==> src/rtl/clkdiv_pkg.sv <==
package clkdiv_pkg;

    localparam int RATIO_W = 8;
    localparam int NGRP    = 5;

    // group indices; each group owns one divider
    localparam int G_CORE = 0;
    localparam int G_USB  = 1;
    localparam int G_REF  = 2;
    localparam int G_HUB  = 3;
    localparam int G_BUS  = 4;

    // groups that start after the programmable offset
    localparam logic [NGRP-1:0] SLOW_MASK = 5'b11000;

    typedef enum logic [1:0] {
        OP_OFF  = 2'd0,
        OP_TEST = 2'd1,
        OP_RUN  = 2'd2
    } op_mode_e;

    typedef logic [NGRP-1:0][RATIO_W-1:0] ratio_vec_t;

    function automatic op_mode_e sel_to_mode(logic [2:0] s);
        if (!s[2]) return s[0] ? OP_TEST : OP_OFF;
        return OP_RUN;
    endfunction

    function automatic logic sel_is_bad(logic [2:0] s);
        return s[2] && (s[1:0] != 2'b01);
    endfunction

endpackage

==> src/rtl/clkdiv_mode_dec.sv <==
module clkdiv_mode_dec
    import clkdiv_pkg::*;
#(
    parameter int NORM_CORE = 6,
    parameter int NORM_USB  = 13,
    parameter int NORM_REF  = 42,
    parameter int NORM_HUB  = 9,
    parameter int NORM_BUS  = 18
) (
    input  logic       valid,
    input  logic [2:0] sel,
    output op_mode_e   mode,
    output logic       bad,
    output ratio_vec_t ratio
);

    localparam int TST_CORE = 2;
    localparam int TST_USB  = 2;
    localparam int TST_REF  = 1;
    localparam int TST_HUB  = 3;
    localparam int TST_BUS  = 6;

    always_comb begin
        mode = valid ? sel_to_mode(sel) : OP_OFF;
        bad  = valid && sel_is_bad(sel);
        if (mode == OP_TEST) begin
            ratio[G_CORE] = RATIO_W'(TST_CORE);
            ratio[G_USB]  = RATIO_W'(TST_USB);
            ratio[G_REF]  = RATIO_W'(TST_REF);
            ratio[G_HUB]  = RATIO_W'(TST_HUB);
            ratio[G_BUS]  = RATIO_W'(TST_BUS);
        end else begin
            ratio[G_CORE] = RATIO_W'(NORM_CORE);
            ratio[G_USB]  = RATIO_W'(NORM_USB);
            ratio[G_REF]  = RATIO_W'(NORM_REF);
            ratio[G_HUB]  = RATIO_W'(NORM_HUB);
            ratio[G_BUS]  = RATIO_W'(NORM_BUS);
        end
    end

endmodule

==> src/rtl/clkdiv_seq.sv <==
module clkdiv_seq #(
    parameter int SKW_W = 2
) (
    input  logic             clk,
    input  logic             rst_n,
    input  logic [2:0]       freq_sel,
    input  logic [SKW_W-1:0] skew_cyc,
    output logic             primed,
    output logic [2:0]       sel_q,
    output logic             restart,
    output logic             fast_go,
    output logic             slow_go
);

    typedef struct packed {
        logic             primed;
        logic [2:0]       sel;
        logic [SKW_W-1:0] skew;
        logic [SKW_W-1:0] wait_cnt;
        logic             restart;
        logic             fast;
        logic             slow;
    } seq_st_t;

    seq_st_t st_d, st_q;
    logic    chg;

    always_comb begin
        st_d = st_q;
        chg  = !st_q.primed || (freq_sel != st_q.sel);
        if (chg) begin
            st_d.primed   = 1'b1;
            st_d.sel      = freq_sel;
            st_d.skew     = skew_cyc;
            st_d.restart  = 1'b1;
            st_d.fast     = 1'b0;
            st_d.slow     = 1'b0;
            st_d.wait_cnt = '0;
        end else if (st_q.restart) begin
            st_d.restart  = 1'b0;
            st_d.fast     = 1'b1;
            st_d.wait_cnt = st_q.skew;
            st_d.slow     = (st_q.skew == '0);
        end else if (st_q.fast && !st_q.slow) begin
            st_d.wait_cnt = st_q.wait_cnt - SKW_W'(1);
            st_d.slow     = (st_q.wait_cnt == SKW_W'(1));
        end
    end

    always_ff @(posedge clk or negedge rst_n) begin
        if (!rst_n) begin
            st_q         <= '0;
            st_q.restart <= 1'b1;
        end else begin
            st_q <= st_d;
        end
    end

    assign primed  = st_q.primed;
    assign sel_q   = st_q.sel;
    assign restart = st_q.restart;
    assign fast_go = st_q.fast;
    assign slow_go = st_q.slow;

    // no group runs while the restart is pending
    assert_restart_gap_R11: assert property (@(posedge clk) disable iff (!rst_n)
        st_q.restart |-> (!st_q.fast && !st_q.slow));

    // the delayed group never starts ahead of the leading group
    assert_slow_after_fast_R7: assert property (@(posedge clk) disable iff (!rst_n)
        st_q.slow |-> st_q.fast);

    // the leading group is released as soon as the restart clears
    assert_fast_release_R6: assert property (@(posedge clk) disable iff (!rst_n)
        $fell(st_q.restart) |-> st_q.fast);

    // the latched offset only moves with a select change
    assert_skew_hold_R8: assert property (@(posedge clk) disable iff (!rst_n)
        (st_q.primed && $past(st_q.primed) && $stable(st_q.sel)) |-> $stable(st_q.skew));

endmodule

==> src/rtl/clkdiv_cell.sv <==
module clkdiv_cell #(
    parameter int RATIO_W = 8
) (
    input  logic               clk,
    input  logic               rst_n,
    input  logic               restart,
    input  logic               go,
    input  logic [RATIO_W-1:0] ratio,
    output logic               clk_o
);

    typedef struct packed {
        logic [RATIO_W-1:0] cnt;
        logic               pos;
        logic               run;
    } cell_st_t;

    cell_st_t           st_d, st_q;
    logic               neg_d, neg_q;
    logic [RATIO_W-1:0] lim, hi, nxt;
    logic               bypass;

    always_comb begin
        lim    = ratio - RATIO_W'(1);
        hi     = ratio >> 1;
        bypass = (ratio == RATIO_W'(1));
        nxt    = (st_q.cnt >= lim) ? '0 : st_q.cnt + RATIO_W'(1);
        st_d   = st_q;
        if (restart) begin
            st_d.cnt = lim;
            st_d.pos = 1'b0;
            st_d.run = 1'b0;
        end else if (go) begin
            st_d.cnt = nxt;
            st_d.pos = (nxt < hi);
            st_d.run = 1'b1;
        end
        // falling-edge copy stretches odd ratios by half a cycle
        neg_d = ratio[0] & st_q.pos;
    end

    always_ff @(posedge clk or negedge rst_n) begin
        if (!rst_n) st_q <= '0;
        else        st_q <= st_d;
    end

    always_ff @(negedge clk or negedge rst_n) begin
        if (!rst_n) neg_q <= 1'b0;
        else        neg_q <= neg_d;
    end

    assign clk_o = go & st_q.run & (bypass ? clk : (st_q.pos | neg_q));

    // a running counter stays inside its period
    assert_cnt_range_R5: assert property (@(posedge clk) disable iff (!rst_n)
        (st_q.run && go) |-> (st_q.cnt < ratio));

endmodule

==> src/rtl/clkdiv_bank.sv <==
module clkdiv_bank
    import clkdiv_pkg::*;
#(
    parameter int N_CORE    = 3,
    parameter int N_MEM     = 7,
    parameter int N_HUB     = 3,
    parameter int N_BUS     = 7,
    parameter int N_APIC    = 2,
    parameter int SKW_W     = 2,
    parameter int NORM_CORE = 6,
    parameter int NORM_USB  = 13,
    parameter int NORM_REF  = 42,
    parameter int NORM_HUB  = 9,
    parameter int NORM_BUS  = 18
) (
    input  logic              clk,
    input  logic              rst_n,
    input  logic [2:0]        freq_sel,
    input  logic [SKW_W-1:0]  skew_cyc,
    output logic [N_CORE-1:0] core_clk,
    output logic [N_MEM-1:0]  mem_clk,
    output logic [N_HUB-1:0]  hub_clk,
    output logic [N_BUS-1:0]  bus_clk,
    output logic [N_APIC-1:0] apic_clk,
    output logic              usb_clk,
    output logic              ref_clk,
    output logic              clk_oe,
    output logic              sel_bad
);

    logic            primed, restart, fast_go, slow_go;
    logic [2:0]      sel_q;
    op_mode_e        mode;
    ratio_vec_t      ratio;
    logic [NGRP-1:0] grp;

    clkdiv_seq #(.SKW_W(SKW_W)) u_seq (
        .clk      (clk),
        .rst_n    (rst_n),
        .freq_sel (freq_sel),
        .skew_cyc (skew_cyc),
        .primed   (primed),
        .sel_q    (sel_q),
        .restart  (restart),
        .fast_go  (fast_go),
        .slow_go  (slow_go)
    );

    clkdiv_mode_dec #(
        .NORM_CORE (NORM_CORE),
        .NORM_USB  (NORM_USB),
        .NORM_REF  (NORM_REF),
        .NORM_HUB  (NORM_HUB),
        .NORM_BUS  (NORM_BUS)
    ) u_dec (
        .valid (primed),
        .sel   (sel_q),
        .mode  (mode),
        .bad   (sel_bad),
        .ratio (ratio)
    );

    for (genvar g = 0; g < NGRP; g++) begin : g_div
        clkdiv_cell #(.RATIO_W(RATIO_W)) u_cell (
            .clk     (clk),
            .rst_n   (rst_n),
            .restart (restart),
            .go      (SLOW_MASK[g] ? slow_go : fast_go),
            .ratio   (ratio[g]),
            .clk_o   (grp[g])
        );
    end

    always_comb begin
        clk_oe   = (mode != OP_OFF);
        core_clk = {N_CORE{grp[G_CORE] & clk_oe}};
        mem_clk  = {N_MEM{grp[G_CORE] & clk_oe}};
        usb_clk  = grp[G_USB] & clk_oe;
        ref_clk  = grp[G_REF] & clk_oe;
        hub_clk  = {N_HUB{grp[G_HUB] & clk_oe}};
        bus_clk  = {N_BUS{grp[G_BUS] & clk_oe}};
        apic_clk = {N_APIC{grp[G_BUS] & clk_oe}};
    end

    // disabled pads carry no activity
    assert_off_quiet_R1: assert property (@(posedge clk) disable iff (!rst_n)
        !clk_oe |-> (core_clk == '0 && hub_clk == '0 && bus_clk == '0 && usb_clk == 1'b0));

    // the illegal flag only appears in a driving mode
    assert_bad_drives_R4: assert property (@(posedge clk) disable iff (!rst_n)
        sel_bad |-> clk_oe);

    // every bus rising edge lands on a hub rising edge
    assert_hub_bus_align_R7: assert property (@(posedge clk) disable iff (!rst_n)
        $rose(bus_clk[0]) |-> $rose(hub_clk[0]));

endmodule

==> config.mk <==
export PLATFORM = sky130hd
export DESIGN_NAME = clkdiv_bank
export DESIGN_NICKNAME = d
export VERILOG_FILES = /design/src/rtl/clkdiv_pkg.sv /design/src/rtl/clkdiv_mode_dec.sv /design/src/rtl/clkdiv_seq.sv /design/src/rtl/clkdiv_cell.sv /design/src/rtl/clkdiv_bank.sv
export SDC_FILE = /design/constraint.sdc
export NUM_CORES = 1
export LEC_CHECK = 0
export ABC_AREA = 1
export CORE_ASPECT_RATIO = 0.7
export CORE_MARGIN = 5
export CORE_UTILIZATION = 40
export DETAILED_ROUTE_END_ITERATION = 8
export DONT_BUFFER_PORTS = 1
export PLACE_DENSITY = 0.54
export SYNTH_ARGS = -nofsm -noshare
export SYNTH_HDL_FRONTEND = slang
export SYNTH_SLANG_ARGS = --single-unit
==> constraint.sdc <==
create_clock -name clk -period 3.25 [get_ports clk]
set_input_delay 0.4875 -clock clk [delete_from_list [all_inputs] [get_ports clk]]
set_output_delay 0.4875 -clock clk [all_outputs]
set_load 0.02 [all_outputs]
---- Yosys cells after proc, flatten, opt, wreduce, memory -nomap -nowiden ----
Index checks and enable logic that the tools add are counted.
storage, ports and cells
  bits in registers ....................... 66
  bits of input ports ..................... 7
  output and inout bits ................... 26
  logic and storage cells ................. 124
cells by class
  $add $sub $neg .......................... 11
  order comparisons ....................... 10
  eq/ne operators ......................... 9
  mux-type cells .......................... 30
  bitwise logic cells ..................... 25
  reduce and logical (&&, ||, !) cells .... 12
operators by type and width
  kind                                                   number
  two-way mux 10 bit                                     10
  adder 8 x 1 -> 8 bit, second input constant            5
  >= comparator 8 bit                                    5
  two-way mux 8 bit                                      5
  two-way mux 37 bit                                     1
  equality test 8 x 1 -> 1 bit, second input constant    4
  less-than comparator 8 x 7 -> 1 bit                    4
  subtractor 8 x 1 -> 8 bit, second input constant       4
  bitwise AND 1 bit                                      20
  two-way mux 1 bit                                      9
  less-than comparator 8 x 4 -> 1 bit                    1
  two-way mux 2 bit                                      4
  nonzero test 2 bit                                     4
  subtractor 5 x 1 -> 6 bit, second input constant       1
  equality test 5 x 1 -> 1 bit, second input constant    1
  two-way mux 5 bit                                      1
  bitwise OR 1 bit                                       5
  equality test 2 x 1 -> 1 bit, second input constant    2
  logical AND 1 bit                                      3
  inequality test 3 bit                                  1
  nonzero test 3 bit                                     1
  logical NOT 1 bit                                      2
  logical NOT 2 bit                                      1
  inequality test 2 x 1 -> 1 bit, second input constant  1
  2 further kinds                                        2

---- Logic depth before layout (Yosys ltp) ----
Gate-level depths: netlist of run 1.
  depth after elaboration ................. 11
  gate-level depth with buffers ........... 16
  gate-level depth less buffers ........... 16

---- Hierarchy ----
A second synthesis of run 1 with hierarchy kept.
second synthesis, totals
  cells, all modules ...................... 1006
  area total of the unflattened synthesis .. 6951.7 sq um
by module, submodules not included
  module                             instances  cells an instance  area an instance (sq um)  seq. area each (sq um)
  clkdiv_cell (g_div[0].u_cell ...)  3          169                1168.6                    275.3
  clkdiv_cell (g_div[2].u_cell ...)  2          170                1167.4                    275.3
  clkdiv_seq                         1          80                 594.3                     276.5
  clkdiv_mode_dec                    1          48                 326.6                     0.0
  clkdiv_bank                        1          31                 190.2                     0.0

==> results of run 1 <==
[how the worst min path moves through the flow]
stage | slack (ns) | from | end
2_1_floorplan | 0.19 | rst_n | g_div[0].u_cell.st_q[0]
5_1_grt | 0.05 | freq_sel[0] | u_seq.sel_q[0]
4_1_cts | 0.06 | freq_sel[0] | u_seq.sel_q[0]
3_5_place_dp | 0.19 | rst_n | g_div[4].u_cell.st_q[9]
3_3_place_gp | 0.19 | rst_n | g_div[4].u_cell.st_q[2]
6_report | 0.07 | freq_sel[0] | u_seq.sel_q[0]
[power by group]
part | internal [mW] | switching, mW | total [mW]
Sequential | 0.781 | 0.0189 | 0.800
Clock | 0.711 | 0.338 | 1.05
Combinational | 0.0541 | 0.113 | 0.167
Total | 1.55 | 0.470 | 2.02
[per-stage QoR]
step,setup TNS [ns],area (µm²),hold slack [ns],util (%)
final,-0.428,3810,0.0728,45.8
after global routing,-0.715,3810,0.0539,45.8
after CTS,-0.493,3810,0.0595,45.7
after detailed placement,0,3410,0.195,40.9
after global placement,0,3410,0.195,40.9
after floorplan,0,3400,0.192,-
[cell type report]
type | instances | share of cell area, %
Sequential cell | 61 | 40.0
Multi-Input combinational cell | 250 | 38.4
Inverter | 70 | 6.89
Tap cell | 105 | 3.44
Timing Repair Buffer | 6 | 2.10
Clock buffer | 17 | 8.89
Clock inverter | 2 | 0.262
[logic make-up (layout without fill, tap and decap cells)]
kind of cell | count (synthesis) | after routing
AO/OA/AOI/OAI | 52 | 52
XOR/XNOR | 7 | 7
adder cells (fa/ha/maj) | 19 | 19
buffers and inverters | 97 | 95
flip-flops | 61 | 61
other | 1 | 1
AND/OR/NAND/NOR | 171 | 171
[cells in the mapped netlist (all sizes together) (3+ instances only)]
library cell  instances
dfrtp                57
o22ai                 5
xor2                  6
nor2                 55
inv                  69
buf                  22
o21ai                23
o221ai                4
dfrtn                 3
ha                   18
clkbuf                5
nor3                  4
nand4                 5
o211ai                5
nand2                76
nand3                25
a21oi                 7
[flip-flops by register name, summed over array words and instances, names as in the netlist]
| signal | count |
|---|---|
| g_div.u_cell.st_q | 47 |
| g_div.u_cell.neg_q | 3 |
| u_seq.restart | 1 |
| u_seq.sel_q | 3 |
| u_seq.fast_go | 1 |
| u_seq.primed | 1 |
| u_seq.st_q | 4 |
| u_seq.slow_go | 1 |
[metal layers]
layer	up-vias	share of wire (%)	wire, µm
met1	1162	53	3490
met2	40	41	2730
met3	12	4.8	315
li1	1263	-	-
met5	-	0	0
met4	0	1.0	66
[critical path: cells and delay by family, from the launching register on]
kind / cells / cell delay [ns]
buffers and inverters: 1 / 0.18
DFF: 1 / 0.40
and+or+nand+nor: 2 / 0.23
[repair_timing]
action | 4_1_cts | 5_1_grt
hold buffers | 2 | 0
buffers inserted | 0 | 0
gates resized for setup | 5 | 1
setup endpoints to repair | 5 | 5
pin swaps | 2 | 2
hold endpoints to repair | 58 | 0
==> flow_metrics.tcl, run 1 <==
set metrics [dict create \
    status "finished with violations" \
    failed_checks "negative setup slack" \
    final_common_cell "sky130_fd_sc_hd__nand2_1" \
    multi_input_area_mm2 0.00146 \
    route.detailed.wl_per_inst_um 12.9 \
    slew_headroom_pct 51.2 \
    dp_cells 490 \
    placeableCoreArea_mm2 0.00834 \
    met2_routing_resource_usage_after_global_routing_pct 19.5 \
    power.density_mw_per_mm2 529 \
    hold_path_depth 0 \
    setup_viol 3 \
    std_cell_rows 28 \
    worst_setup_path_start_kind "flop" \
    maximum_fanout_count_along_the_critical_path 3 \
    async_flop_share_pct 100 \
    num-fill-cells 852 \
    grt_remaining_overflow 0 \
    end_kind "output port" \
    floorplan.initialDensity_pct 40.6 \
    peakVddDrop_mv 0.465 \
    yosysWarnings 0 \
    synth_top_family_by_area "simple AND/OR/NAND/NOR gates" \
    most_frequent_cells_in_the_layout "sky130_fd_sc_hd__nand2_1, sky130_fd_sc_hd__inv_1, sky130_fd_sc_hd__dfrtp_1" \
    min-delay-path-class "input pin to flop" \
    post_drt_via_cell_ratio 4.85 \
    grt_use_total_pct 14.6 \
    die_x_um 120 \
    cp_data_required_time_ns 2.76 \
    postRouteAntennaNets 0 \
    synth_top_cells_by_area "sky130_fd_sc_hd__dfrtp_1, sky130_fd_sc_hd__nand2_1, sky130_fd_sc_hd__inv_1, sky130_fd_sc_hd__ha_1, sky130_fd_sc_hd__nor2_1" \
    crit_path_start "g_div[3].u_cell.neg_q" \
    finalWirelength_um 6600 \
    yosys.area_share.adder_pct 6.98 \
    synth-edff-count 0 \
    drc_violation_count_after_routing 0 \
    timing_worst_setup_path_type "flop to output port" \
    firstDrtPassIters 4 \
    finalNonFillerCells 511 \
    total_i_o_pin_count 33 \
    detailedRoute.firstIterationViolations 134 \
    path_clk_slew_ns 0.05 \
    total_power_mw 2.02 \
    post_route_cells_drive_above_1_share_pct 13.1 \
    num_antenna_cells 0 \
    synthDominantCellAreaShare_pct 42.1 \
    cp_slowest_stage_delay_ns 0.40 \
    gpl.final_weighted_congestion 0.797 \
    ys_seq_elements 61 \
    nets 426 \
    grt_most_used_layer "met1" \
    yosysUniqueCellTypes 46 \
    dominantRegCellSynth "sky130_fd_sc_hd__dfrtp_1" \
    largest_net_degree_at_the_start_of_global_routing 59 \
    reg_to_reg_critical_path_endpoint "g_div[2].u_cell.neg_q" \
    grt_pass1_wl_um 11900 \
    post_synth_and_or_nand_nor_area_fraction_pct 23.0 \
    worst_skew_pair.late_latency_ns 0.47 \
    critical_path.slowest_cell "sky130_fd_sc_hd__dfrtn_1" \
    critical_path_arrival_ns 2.91 \
    die_height_um 87.0 \
    cap_violations 0 \
    final_hold_fails 0 \
    r2r_cells 3 \
    timing.rr.start "u_seq.sel_q[2]" \
    ff_latch_area_mm2 0.00153 \
    rrSetupSlack_ns 0.74 \
    gr-usage-met3_pct 5.97 \
    die_area_mm2 0.0104 \
    number_of_antenna_violations_at_the_first_check_in_global_routing 0 \
    met1_usage_pct 21.0 \
    drv_slew 0 \
    grt_pass1_vias 2483 \
    synth_area_in_compound_gates_pct 9.83 \
    critical_path.cell_chain "nor2_2 > nor4_4 > buf_12" \
    netlist_instances 408 \
    post-dp-hpwl_um 4510 \
    rsz_0062_raised_after_global_routing "true" \
    tritoncts "done" \
    syn2layout_area_growth_pct 12.6 \
    pre_cts_slack_ns 0.268 \
    numPortBuffers 0 \
    netlist.top_cell.by_area "sky130_fd_sc_hd__dfrtp_1" \
    synthXorXnorAreaFrac_pct 1.81 \
    worst_clk_skew_ns 0.0323 \
    final_critical_path_setup_slack_ns -0.143 \
    endpoint "hub_clk[2]" \
    worst-slew-pin-transition_ns 0.732 \
    post_synth.cell_area_avg_um2 8.30 \
    synth_area_mm2 0.00339 \
    vias 2477 \
    synth_fp_nets 433 \
    static-leakage-power_nw 1.81 \
    synth_mux_area_share_pct 0 \
    synth.yosys.seq_area_share_pct 45.1 \
]
Power figures use the tool's default switching activity.
==> run 2, diff against run 1 <==
CTS_BUF_LIST = sky130_fd_sc_hd__clkbuf_8   (was not set)
MAX_ROUTING_LAYER = met4   (was not set)
==> run 2 against run 1 <==
The flow still finishes with violations (negative setup slack); final cell count is the same; register-to-register slack lost 0.02 ns; wire length grew 0.65%; non-clock buffer count is the same; worst hold slack gained 0.0013 ns; global-route usage grew 0.30 points; critical path depth is the same; critical path type unchanged; highest routed layer unchanged.
==> flow_metrics.tcl, run 2 (same netlist as run 1, synthesis figures left out) <==
set metrics [dict create \
    post_drt_via_cell_ratio 4.82 \
    reg.largest.list "g_div.u_cell.st_q: 47 flops, u_seq.st_q: 4 flops" \
    maximum_fanout_count_along_the_critical_path 3 \
    die_height_um 87.0 \
    status "finished with violations" \
    cap_violations 0 \
    die_area_mm2 0.0104 \
    worst_clk_skew_ns 0.00781 \
    timing_worst_setup_path_type "flop to output port" \
    path_clk_slew_ns 0.06 \
    number_of_antenna_violations_at_the_first_check_in_global_routing 0 \
    num_antenna_cells 0 \
    worst-slew-pin-transition_ns 0.725 \
    largest_register_ffs 47 \
    syn2layout_area_growth_pct 8.64 \
    tritoncts "done" \
    hold-worst-slack_ns 0.0741 \
    placeableCoreArea_mm2 0.00834 \
    final.setup.tns_ns -0.396 \
    post-dp-hpwl_um 4510 \
    fin_util_pct 44.1 \
    total_i_o_pin_count 33 \
    r2r_cells 3 \
    cp_data_required_time_ns 2.76 \
    static-leakage-power_nw 1.76 \
    peakVddDrop_mv 0.341 \
    worst_skew_pair.late_latency_ns 0.44 \
    end_kind "output port" \
    slew_headroom_pct 51.6 \
    grt_pass1_vias 2471 \
    reg_to_reg_critical_path_endpoint "g_div[2].u_cell.neg_q" \
    post_route_cells_drive_above_1_share_pct 13.1 \
    worst_setup_path_start_kind "flop" \
    timing.rr.start "u_seq.sel_q[2]" \
    most_frequent_cells_in_the_layout "sky130_fd_sc_hd__nand2_1, sky130_fd_sc_hd__inv_1, sky130_fd_sc_hd__dfrtp_1" \
    grt_use_total_pct 14.9 \
    final_critical_path_setup_slack_ns -0.132 \
    failed_checks "negative setup slack" \
    drv_slew 0 \
    postCtsSetupBuffers 0 \
    route.detailed.wl_per_inst_um 13.0 \
    postRouteAntennaNets 0 \
    setup_viol 3 \
    detailedRoute.firstIterationViolations 191 \
    num-fill-cells 861 \
    gpl.final_weighted_congestion 0.808 \
    power.density_mw_per_mm2 448 \
    final_hold_fails 0 \
    die_x_um 120 \
    hold_path_depth 0 \
    vias 2465 \
    firstDrtPassIters 5 \
    largest_net_degree_at_the_start_of_global_routing 59 \
    min-delay-path-class "input pin to flop" \
    final_common_cell "sky130_fd_sc_hd__nand2_1" \
    dpl-instance-area_mm2 0.00341 \
    numPortBuffers 0 \
    floorplan.initialDensity_pct 40.6 \
    nets 426 \
    endpoint "hub_clk[2]" \
    grt_pass1_wl_um 11900 \
    rrSetupSlack_ns 0.72 \
    grt_remaining_overflow 0 \
    crit_path_start "g_div[3].u_cell.neg_q" \
    critical_path_arrival_ns 2.89 \
    std_cell_rows 28 \
    layout.cell_area.non_filler_mm2 0.00368 \
    largest_register "g_div.u_cell.st_q" \
    finalWirelength_um 6650 \
    rsz_0062_raised_after_global_routing "true" \
    drc_violation_count_after_routing 0 \
]
## run 2: changes by cell type in the layout (fill, tap and decap cells not counted), sizes merged
| cell | delta |
|---|---|
| clkbuf | -3 |
| inv | +3 |
## run 2: how the worst min path moves through the flow
stage                      startpoint                       to  slack, ns
after CTS                 freq_sel[0]           u_seq.sel_q[0]       0.05
after detailed placement        rst_n  g_div[4].u_cell.st_q[9]       0.19
after global routing      freq_sel[0]           u_seq.sel_q[0]       0.04
after floorplan                 rst_n  g_div[0].u_cell.st_q[0]       0.19
after global placement          rst_n  g_div[4].u_cell.st_q[2]       0.19
final                     freq_sel[0]           u_seq.sel_q[0]       0.07
## run 2: report_power, final
group / switching [mW] / internal [mW] / total [mW]
Combinational: 0.114 / 0.0542 / 0.168
Clock: 0.296 / 0.386 / 0.682
Sequential: 0.0188 / 0.780 / 0.798
Total: 0.428 / 1.22 / 1.65
## run 2: worst max-delay path, stage by stage, from the launching register on
cell                      delay [ns]
sky130_fd_sc_hd__dfrtn_1        0.40
sky130_fd_sc_hd__nor2_2         0.05
sky130_fd_sc_hd__nor4_4         0.19
sky130_fd_sc_hd__buf_12         0.19
## run 2: layout make-up
cell class / count / area (µm²) / area share [%]
flip-flops and latches: 61 / 1530 / 41.5
multi-input cells: 250 / 1460 / 39.8
inverters: 70 / 263 / 7.14
clock buffers: 14 / 193 / 5.24
well taps: 105 / 131 / 3.57
repair buffers: 6 / 80.1 / 2.18
clock inverters: 5 / 21.3 / 0.578
## run 2: metrics by stage
stage / worst slack [ns] / total power, mW / instances
detailed placement: 0.268 / 0.961 / 490
global placement: 0.271 / 0.960 / 490
CTS: -0.136 / 1.68 / 511
global route: -0.218 / 1.75 / 511
floorplan: 0.108 / 0.931 / 408
finish: -0.132 / 1.65 / 511
## run 2: layer usage
layer / GRT usage, % / share of wire [%]
met3: 5.58 / 4.6
met2: 19.8 / 42
met1: 20.7 / 52
met5: - / 0
met4: 4.89 / 0.95
## run 2: repair_timing
item / 4_1_cts / 5_1_grt
hold buffers: 2 / 0
cloned: 0 / 0
resized for setup: 5 / 1
pin swaps: 2 / 2
setup endpoints to repair: 5 / 5
hold endpoints to repair: 58 / 0
